### src/rtl/ep0_ctrl.sv
module ep0_ctrl #(
  parameter int         DW       = 32,
  parameter logic [3:0] FIFO_NUM = 4'h0
) (
  input  logic          clk,
  input  logic          rst_n,
  input  logic          wr_en,
  input  logic [DW-1:0] wr_data,
  output logic [DW-1:0] rd_data,
  input  logic          setup_rx,
  input  logic          xfer_done,
  input  logic          dis_done,
  input  logic          gnp_in_nak,
  input  logic          gout_nak,
  output logic          ep_enabled,
  output logic          done_irq,
  output logic          dis_irq,
  output logic [1:0]    hs_sel
);
  localparam int B_EN   = 31;
  localparam int B_DIS  = 30;
  localparam int B_SNAK = 27;
  localparam int B_CNAK = 26;
  localparam int B_FIFO = 22;
  localparam int B_STL  = 21;
  localparam logic [1:0] HS_DATA  = 2'b00;
  localparam logic [1:0] HS_NAK   = 2'b01;
  localparam logic [1:0] HS_STALL = 2'b10;

  logic en_q, dis_q, nak_q, stall_q, done_q, disirq_q;

  wire w_en   = wr_en & wr_data[B_EN];
  wire w_dis  = wr_en & wr_data[B_DIS] & en_q;
  wire w_snak = wr_en & wr_data[B_SNAK];
  wire w_cnak = wr_en & wr_data[B_CNAK];
  wire w_stl  = wr_en & wr_data[B_STL];

  always_ff @(posedge clk) begin
    if (!rst_n) begin
      en_q     <= 1'b0;
      dis_q    <= 1'b0;
      nak_q    <= 1'b0;
      stall_q  <= 1'b0;
      done_q   <= 1'b0;
      disirq_q <= 1'b0;
    end else begin
      en_q     <= (xfer_done | dis_done) ? 1'b0 : (en_q | w_en);
      dis_q    <= dis_done ? 1'b0 : (dis_q | w_dis);
      nak_q    <= setup_rx | w_snak | (nak_q & ~w_cnak);
      stall_q  <= setup_rx ? 1'b0 : (stall_q | w_stl);
      done_q   <= xfer_done;
      disirq_q <= dis_done;
    end
  end

  always_comb begin
    rd_data = '0;
    rd_data[B_EN]  = en_q;
    rd_data[B_DIS] = dis_q;
    rd_data[B_FIFO +: 4] = FIFO_NUM;
    rd_data[B_STL] = stall_q;
  end

  wire any_nak = nak_q | gnp_in_nak | gout_nak | ~en_q;
  assign hs_sel     = stall_q ? HS_STALL : (any_nak ? HS_NAK : HS_DATA);
  assign ep_enabled = en_q;
  assign done_irq   = done_q;
  assign dis_irq    = disirq_q;


  dis_gate_chk: assert property (@(posedge clk) disable iff (!rst_n)
    $rose(dis_q) |-> $past(en_q));


  xfer_clr_chk: assert property (@(posedge clk) disable iff (!rst_n)
    xfer_done |=> !ep_enabled && done_irq);


  dis_clr_chk: assert property (@(posedge clk) disable iff (!rst_n)
    dis_done |=> !ep_enabled && !rd_data[B_DIS] && dis_irq);


  setup_chk: assert property (@(posedge clk) disable iff (!rst_n)
    setup_rx |=> !rd_data[B_STL] && hs_sel == HS_NAK);


  stall_prio_chk: assert property (@(posedge clk) disable iff (!rst_n)
    (rst_n && $past(w_stl) && !$past(setup_rx)) |-> hs_sel == HS_STALL);
endmodule

### config.mk
export PLATFORM = sky130hd
export DESIGN_NAME = ep0_ctrl
export DESIGN_NICKNAME = d
export VERILOG_FILES = /design/src/rtl/ep0_ctrl.sv
export SDC_FILE = /design/constraint.sdc
export NUM_CORES = 1
export LEC_CHECK = 0
export BUFFER_PORTS_ARGS = -buffer_cell sky130_fd_sc_hd__buf_2
export CAP_MARGIN = 20
export CORE_MARGIN = 2
export CORE_UTILIZATION = 30
export CTS_BUF_LIST = sky130_fd_sc_hd__clkbuf_4 sky130_fd_sc_hd__clkbuf_8
export DETAILED_ROUTE_END_ITERATION = 12
export GPL_TIMING_DRIVEN = 0
export PLACE_DENSITY_LB_ADDON = 0.08
export SETUP_SLACK_MARGIN = 0.15
export SLEW_MARGIN = 20
export SYNTH_ARGS = -nofsm -noshare
export SYNTH_HDL_FRONTEND = slang
export SYNTH_SLANG_ARGS = --single-unit
export TNS_END_PERCENT = 20
### constraint.sdc
create_clock -name clk -period 1.4 [get_ports clk]
set_input_delay 0.21 -clock clk [delete_from_list [all_inputs] [get_ports clk]]
set_output_delay 0.21 -clock clk [all_outputs]
set_load 0.1 [all_outputs]
# ---- After elaboration in Yosys (flattened, before gate mapping)
# Cells that the tools add are included.
dict set report classes {
  n_bitwise 19
  n_mux 2
  reduce_logical 3
}
# operator count
set ops {}
lappend ops {{$or 1x1->1} 9}
lappend ops {{$and 1x1->1} 7}
lappend ops {{$reduce_or 2->1} 3}
lappend ops {{$not 1->1} 3}
lappend ops {{$mux 2} 1}
lappend ops {{$mux 1} 1}
dict set report totals {
  ff_bits 6
  in_bits 40
  elab_cells 30
}

# ---- Longest topological paths before layout
# Gate-level depths: netlist of the first run.
dict set report depth {
  word_depth 5
  depth_mapped 2
  mapped_depth_nobuf 2
}

# ---- Least setup slack after synthesis of the first run
# Ideal clock, no wire load.
dict set report synth_timing {
  path_type {reg2out}
  startpoint {reg en_q (netlist: ep_enabled)}
  endpoint {out hs_sel[0]}
  arrival_ns 2.209
  stages_incl_launch_ff 3
  setup_slack_ns -1.019
  path_buffers 0
  cell_sequence {dfxtp_1 > nor4b_1 > nor2_1}
}
dict set report synth_via {
  elab_chain_cells 4
}
# element line
set synth_rtl {}
lappend synth_rtl {{from (decl)} 30} ;# logic en_q, dis_q, nak_q, stall_q, done_q, disirq_q;
lappend synth_rtl {{from (signal assigned)} 47} ;# en_q <= (xfer_done | dis_done) ? 1'b0 : (en_q | w_en);
lappend synth_rtl {{$not 1->1} 64} ;# wire any_nak = nak_q | gnp_in_nak | gout_nak | ~en_q;
lappend synth_rtl {{$or 1x1->1} 64}
lappend synth_rtl {{$mux 1} 65} ;# assign hs_sel = stall_q ? HS_STALL : (any_nak ? HS_NAK : HS_DATA);
lappend synth_rtl {{$mux 2} 65}
lappend synth_rtl {{to (decl)} 18} ;# output logic [1:0] hs_sel
# Every way passes these cells.

# ---- Worst setup path after layout of the first run
# Ends and elaborated chain as after synthesis.

==> results.md, run 1 <==
* Outcome: finished clean
* Worst path arrival time at 1.07 ns
* Worst-Skew Late Latency at 0.24 ns
* Layout Nets at 147
* Post-Synthesis Cells at 54
* Total gr overflow at 0
* Final WL at 775 µm
* Power Density at 1140 nW/µm²
* RSZ-0062 raised after global routing: true
* Worst Setup Slack post-DPL at 0.212 ns
* Ys Warns at 0
* DP Area at 723 µm²
* Vias in the first global route at 302
* Setup Buffers After CTS at 0
* Fillers at 149
* CTS tree: done
* Worst stage delay on the critical path at 0.35 ns
* Final worst-path cycle share at 91.3%
* Hold_ws at 0.133 ns
* Hpwl dp at 678 µm
* Synthesized cell area at 472 µm²
* CP required at 1.19 ns
* Wl on met1 at 248 µm
* Netlist cell types at 13
* Finished Layout Cells at 122
* Num CTS Buffers at 3
* Diodes inserted at 0
* Post-detailed-route DRC marker count at 0
* Syn avg cell area at 8.74 µm²
* Clock sink count at 6
* Total number of vias at 383
* First-pass GRT wire length at 1120 µm
* CP max FO at 5
* Metal2 WL at 374 µm
* Setup CP Type: register to output pin
* Multi-input gate area at 231 µm²
* CTS Buffer Depth at 2
* I/O pin count at 77
* Core Region at 1490 µm²
* Initial Utilization at 31.7%
* P_leak at 0.471 nW
* PortBufs at 20
* HP Class: primary input to register
* Slowest stage cell on the critical path: dfxtp_4
* Crit end category: output pin
* GRT Total Usage at 8.01%
* Startpoint Class: register
* Final instance area at 776 µm²
* Initial antenna violation count at 0
* Die Ht at 43.7 µm
* Critical-path cell list: nor4b_4 > nor2_4 > buf_12
* Setup TNS Final at 0 ns
* Fin worst setup slack at 0.122 ns
* Sequential-to-total area share from yosys stat at 25.5%
* Post-DRT Antenna Nets at 0
* Dpl cells at 118
* Max-slew violations at 0
* Routability Congestion at 0.621
* Max Used Layer: met3
* Layout cell share with drive strength beyond 1 at 59.4%
* Wire per inst at 6.35 µm
* Tmin final at 1.28 ns
* Die Span X at 43.7 µm
* DR pass1 iterations at 2
* Final Hold Viols at 0
* Clk_skew at 0.0000257 ns
* Core Rows at 14
* 1st-iter DRT viols at 1
* FF+latch count, synth at 6
* Final core occ at 52.1%
* Top delay family on crit path: flip-flops
* Die Area at 1910 µm²
* Largest net degree at the start of global routing at 6
* Metal3 WL at 152 µm
* Post-CTS Hold Fix Bufs at 0
* Max-cap violation count at 0
* Routed vias/inst at 3.14
* Final setup violation count at 0
* Total Power at 0.881 mW
* Worst-path clk slew at 0.05 ns
* Register Area at 124 µm²
* Root Driver: clkbuf_4
* Max rail drop VDD at 477 µV
* H-tree depth at 1
* Achievable Freq at 0.783 GHz
* P&R area growth vs syn at 64.5%
* Crit path buf inv count at 1
[power by group]
part | internal [mW] | switching, mW | total (mW)
registers | 0.177 | 0.00498 | 0.182
logic | 0.0907 | 0.421 | 0.512
clock network | 0.127 | 0.0603 | 0.187
[cell families after synthesis]
| kind of cell | Yosys count | synth area share, % |
|---|---|---|
| AO/OA/AOI/OAI | 6 | 9.02 |
| buffers and inverters | 33 | 52.5 |
| flip-flops | 6 | 25.5 |
| other | 1 | 0.795 |
| AND/OR/NAND/NOR | 8 | 12.2 |
[cells in the mapped netlist (all sizes together)]
master,number,area [µm²]
a21bo,1,10.0
a21boi,1,11.3
a21oi,3,15.0
a31oi,1,6.26
and2,2,12.5
buf,33,248
conb,1,3.75
dfxtp,6,120
nand2b,1,6.26
nor2,2,7.51
nor3,1,10.0
nor3b,1,12.5
nor4b,1,8.76
[what timing repair did]
item | CTS | global route
endpoints found under the setup margin | 5 | 5
pin swaps | 1 | 1
resized for setup | 5 | 2
[path summary, 6_finish.rpt]
check                                 from          to  slack, ns  cells past startpoint
worst max-delay path            ep_enabled   hs_sel[0]       0.12                      3
worst min-delay path             xfer_done  ep_enabled       0.13                      2
worst max register to register       nak_q       nak_q       0.63                      2
worst min register to register       dis_q       dis_q       0.46                      2
[area by class of cell]
cell class              instances  share of cell area [%]
multi-input cells              43                    29.8
flip-flops and latches          6                    16.0
plain buffers                  33                    31.9
well taps                      16                    2.58
clock buffers                   4                    3.87
repair buffers                 20                    15.8
[worst register-to-register path: cells and delay by family, from the launching register on]
| kind | cells | cell delay (ns) |
|---|---|---|
| AO/OA/AOI/OAI | 2 | 0.35 |
| flip-flops | 1 | 0.37 |
[registers in the layout, indices dropped and copies added (netlist names)]
name,flops
dis_irq,1
dis_q,1
done_irq,1
ep_enabled,1
nak_q,1
stall_q,1
[routing by layer]
metal	up-vias	GRT usage [%]
met5	-	0
met4	0	3.64
met3	0	4.58
met2	28	14.4
met1	140	7.12
li1	215	-
[cells in the final DEF, fill, tap and decap left out, drive strengths merged]
cell type and instances:
a21bo 1, a21boi 1, a21oi 3, a31oi 1, and2 2, buf 53
clkbuf 4, conb 29, dfxtp 6, nand2b 1, nor2 2, nor3 1
nor3b 1, nor4b 1
No activity file was read; power rests on OpenSTA's default activity.
==> inputs of run 2 (changes only) <==
- PLACE_DENSITY_LB_ADDON: 0.08 -> 0.3
==> run 2 against run 1 <==
  * Power rose by 0.22%
  * Sequential power hardly changed
  * First-iteration DRC count down 100%
  * Hold slack gained 0.0039 ns
  * Sequential share of layout area shrank 0.30 points
  * Cell area increased by 1.9%
  * Critical path type unchanged
  * Highest routed layer unchanged
==> results.md, run 2 (same netlist as run 1, synthesis figures left out) <==
* Tmin final at 1.27 ns
* M2 GR Usage at 16.5%
* Flop2flop setup slack at 0.60 ns
* Clock sink count at 6
* Hpwl dp at 766 µm
* Core Region at 1490 µm²
* Finished Layout Cells at 123
* Num CTS Buffers at 3
* Core Rows at 14
* HP Class: primary input to register
* H-tree depth at 1
* Setup CP Type: register to output pin
* Commonest non-fill, non-tap cell in the layout: buf_4
* Startpoint Class: register
* FF-to-FF Start: ep_enabled
* Root Driver: clkbuf_4
* Clk_skew at 0.00655 ns
* Worst setup path start: dis_q
* First-pass GRT wire length at 1150 µm
* Worst-Skew Late Latency at 0.24 ns
* Hold EP: ep_enabled
* Initial Utilization at 31.7%
* Max-cap violation count at 0
* P_leak at 0.478 nW
* Most frequent cells in the layout: 35 x buf_4, 29 x conb_1, 16 x buf_2
* Met3 Use GR at 4.17%
* CTS Buffer Depth at 2
* R2R depth at 3
* Layout cell share with drive strength beyond 1 at 59.8%
* Achievable Freq at 0.789 GHz
* Vias in the first global route at 319
* Fillers at 152
* Routed vias/inst at 3.25
* Initial antenna violation count at 0
* Die Area at 1910 µm²
* Wire per inst at 6.50 µm
* R2R Path End: dis_q
* DR pass1 iterations at 1
* RSZ-0062 raised after global routing: true
* Outcome: finished clean
* Routability Congestion at 0.641
* Die Span X at 43.7 µm
* CP max FO at 2
* Max rail drop VDD at 549 µV
* Post-detailed-route DRC marker count at 0
* Final setup violation count at 0
* Die Ht at 43.7 µm
* Post-DRT Antenna Nets at 0
* Power Density at 1120 nW/µm²
* Setup TNS Final at 0 ns
* PortBufs at 20
* CP required at 1.19 ns
* Post-CTS Hold Fix Bufs at 0
* Final worst-path cycle share at 90.5%
* P&R area growth vs syn at 67.6%
* Total number of vias at 400
* 1st-iter DRT viols at 0
* Worst path arrival time at 1.06 ns
* Worst-path clk slew at 0.05 ns
* Dpl cells at 118
* CTS tree: done
* Crit end category: output pin
* Layout Nets at 148
* Final WL at 800 µm
* I/O pin count at 77
* GRT Total Usage at 7.94%
* Final Hold Viols at 0
* Total gr overflow at 0
* Max-slew violations at 0
* Largest net degree at the start of global routing at 6
* Min-Delay Path Depth at 2
* Min-delay src: xfer_done
* Global-route met1 utilization at 6.12%
* Diodes inserted at 0
* Busiest layer in global routing: met2
-- run 2: cell types whose count changed in the layout (fill, tap and decap cells not counted), sizes merged --
cell  previous run  this run
buf             53        54
-- run 2: power by group --
group / leakage (nW) / total [mW] / switching, mW / internal, mW
logic: 0.409 / 0.515 / 0.422 / 0.0927
registers: 0.0502 / 0.182 / 0.00467 / 0.177
clock network: 0.0184 / 0.186 / 0.0594 / 0.127
total: 0.478 / 0.883 / 0.486 / 0.397
-- run 2: cell type report --
type | instances | area (µm²) | share of cell area [%]
multi-input cells | 43 | 231 | 29.3
plain buffers | 33 | 248 | 31.3
well taps | 16 | 20.0 | 2.53
clock buffers | 4 | 30.0 | 3.80
repair buffers | 21 | 138 | 17.4
flip-flops and latches | 6 | 124 | 15.7
-- run 2: worst max-delay path by stage --
stage / endpoint / slack (ns) / cells past startpoint
finish: rd_data[30] / 0.13 / 2
global placement: hs_sel[0] / 0.21 / 3
floorplan: hs_sel[0] / 0.08 / 2
global route: hs_sel[0] / 0.09 / 3
CTS: hs_sel[0] / 0.09 / 3
detailed placement: hs_sel[0] / 0.21 / 3
-- run 2: repair_timing --
action | in CTS | in global routing
endpoints found under the setup margin | 5 | 5
resized for setup | 5 | 4
setup buffers | 0 | 1
pin swaps | 1 | 1
-- run 2: through the flow --
step / hold slack (ns) / power (mW) / utilization [%] / setup WS, ns / area, µm²
2_1_floorplan: 0.270 / 0.658 / - / 0.0845 / 603
3_3_place_gp: 0.387 / 0.688 / 48.6 / 0.210 / 723
3_5_place_dp: 0.390 / 0.689 / 48.6 / 0.208 / 723
4_1_cts: 0.133 / 0.885 / 51.5 / 0.0945 / 767
5_1_grt: 0.147 / 0.911 / 53.1 / 0.0864 / 791
6_report: 0.137 / 0.883 / 53.1 / 0.132 / 791
-- run 2: worst max-delay path, cell delays in order, from the launching register on --
cell     delay [ns]
dfxtp_1        0.32
buf_4          0.10
buf_2          0.41
-- run 2: layer usage --
metal | part of all wire (%) | routed length [µm]
met1 | 30 | 239
met2 | 58 | 462
met3 | 12 | 97
met4 | 0 | 0
met5 | 0 | 0
==> inputs of run 3 (changes only) <==
- PLACE_DENSITY: unset -> 0.85
- PLACE_DENSITY_LB_ADDON: 0.3 -> unset
==> run 3 against run 2 <==
  * Sequential power barely moved
  * Combinational power barely moved
  * First-iteration DRC count did not move
  * Via count rose by 1.0%
  * Critical path type unchanged
  * Clock power barely moved
  * Critical endpoint is now hs_sel[0]
==> results.md, run 3 (same netlist as run 1, synthesis figures left out) <==
* Worst-path clk slew at 0.05 ns
* GRT Total Usage at 9.21%
* Clock share of power at 21.3%
* Flop2flop setup slack at 0.63 ns
* Routed vias/inst at 3.31
* Critical-path cell list: nor4b_4 > nor2_4 > buf_12
* Tmin final at 1.28 ns
* Max rail drop VDD at 507 µV
* NetSw at 0.489 mW
* Setup TNS Final at 0 ns
* First-pass GRT wire length at 1240 µm
* Layout cell share with drive strength beyond 1 at 59.4%
* Setup Buffers After CTS at 0
* P&R area growth vs syn at 66.0%
* Top delay family on crit path: flip-flops
* Layout Nets at 147
* Crit path buf inv count at 1
* Diodes inserted at 0
* Final core occ at 52.6%
* CTS Buffer Depth at 2
* Clock sink count at 6
* Switch share at 55.2%
* Core Region at 1490 µm²
* Internal Pwr Total at 0.396 mW
* Final setup violation count at 0
* Die Span X at 43.7 µm
* Die Ht at 43.7 µm
* Slowest stage cell on the critical path: dfxtp_4
* Vias in the first global route at 353
* Seq pwr share at 20.5%
* Clk_skew at 0.00454 ns
* Initial Utilization at 31.7%
* Worst stage delay on the critical path at 0.36 ns
* Root Driver: clkbuf_4
* Hpwl dp at 770 µm
* Final WL at 845 µm
* P_leak at 0.472 nW
* Max-cap violation count at 0
* Startpoint Class: register
* RSZ-0062 raised after global routing: true
* I/O pin count at 77
* Final worst-path cycle share at 91.7%
* Achievable Freq at 0.779 GHz
* PortBufs at 20
* CP required at 1.19 ns
* Hold_ws at 0.135 ns
* H-tree depth at 1
* HP Class: primary input to register
* Power Density at 1130 nW/µm²
* Wire per inst at 6.93 µm
* DR pass1 iterations at 1
* Setup CP Type: register to output pin
* Crit end category: output pin
* Outcome: finished clean
* Total number of vias at 404
* Num CTS Buffers at 3
* CP max FO at 5
* Die Area at 1910 µm²
* Comb pwr share at 58.1%
* Initial antenna violation count at 0
* Worst-Skew Late Latency at 0.24 ns
* Commonest non-fill, non-tap cell in the layout: buf_4
* Final Hold Viols at 0
* Routability Congestion at 0.694
* Post-detailed-route DRC marker count at 0
* Worst path arrival time at 1.07 ns
* Core Rows at 14
* Total gr overflow at 0
* Largest net degree at the start of global routing at 6
* Most frequent cells in the layout: 34 x buf_4, 29 x conb_1, 16 x buf_2
* 1st-iter DRT viols at 0
* Max-slew violations at 0
* CTS tree: done
* Post-DRT Antenna Nets at 0
## run 3: stage by stage
step | total power, mW | instances | worst slack [ns] | instance area, µm²
3_3_place_gp | 0.687 | 118 | 0.212 | 723
5_1_grt | 0.916 | 122 | 0.0687 | 783
6_report | 0.885 | 122 | 0.117 | 783
4_1_cts | 0.884 | 122 | 0.0814 | 767
3_5_place_dp | 0.688 | 118 | 0.203 | 723
2_1_floorplan | 0.658 | 82 | 0.0845 | 603
## run 3: timing repair
action | in CTS | in global routing
resized for setup | 5 | 4
hold buffers | 0 | 0
pin swaps | 1 | 1
endpoints found under the setup margin | 5 | 5
## run 3: worst paths after layout
path	startpoint	to	depth (start not counted)
worst min register to register	dis_q	dis_q	2
worst max-delay path	ep_enabled	hs_sel[0]	3
worst min-delay path	xfer_done	ep_enabled	2
worst max register to register	nak_q	nak_q	2
## run 3: cell type report
type | instances | area (µm²)
fillers | 146 | 706
clock buffers | 4 | 30.0
plain buffers | 33 | 248
well taps | 16 | 20.0
flip-flops and latches | 6 | 124
multi-input cells | 43 | 231
repair buffers | 20 | 130
## run 3: power by group through the flow
| stage | sequential (mW) | clock, mW | combinational [mW] |
|---|---|---|---|
| finish | 0.182 | 0.189 | 0.515 |
| global route | 0.182 | 0.206 | 0.528 |
| CTS | 0.182 | 0.195 | 0.507 |
| detailed placement | 0.185 | 0 | 0.504 |
| global placement | 0.185 | 0 | 0.502 |
| floorplan | 0.211 | 0 | 0.447 |
## run 3: metal layers
| layer | GRT usage [%] | share of wire (%) | vias up |
|---|---|---|---|
| li1 | - | - | 218 |
| met3 | 2.50 | 10 | 2 |
| met4 | 9.09 | 1.3 | 0 |
| met5 | 0 | 0 | - |
| met2 | 17.9 | 58 | 19 |
| met1 | 6.62 | 30 | 165 |
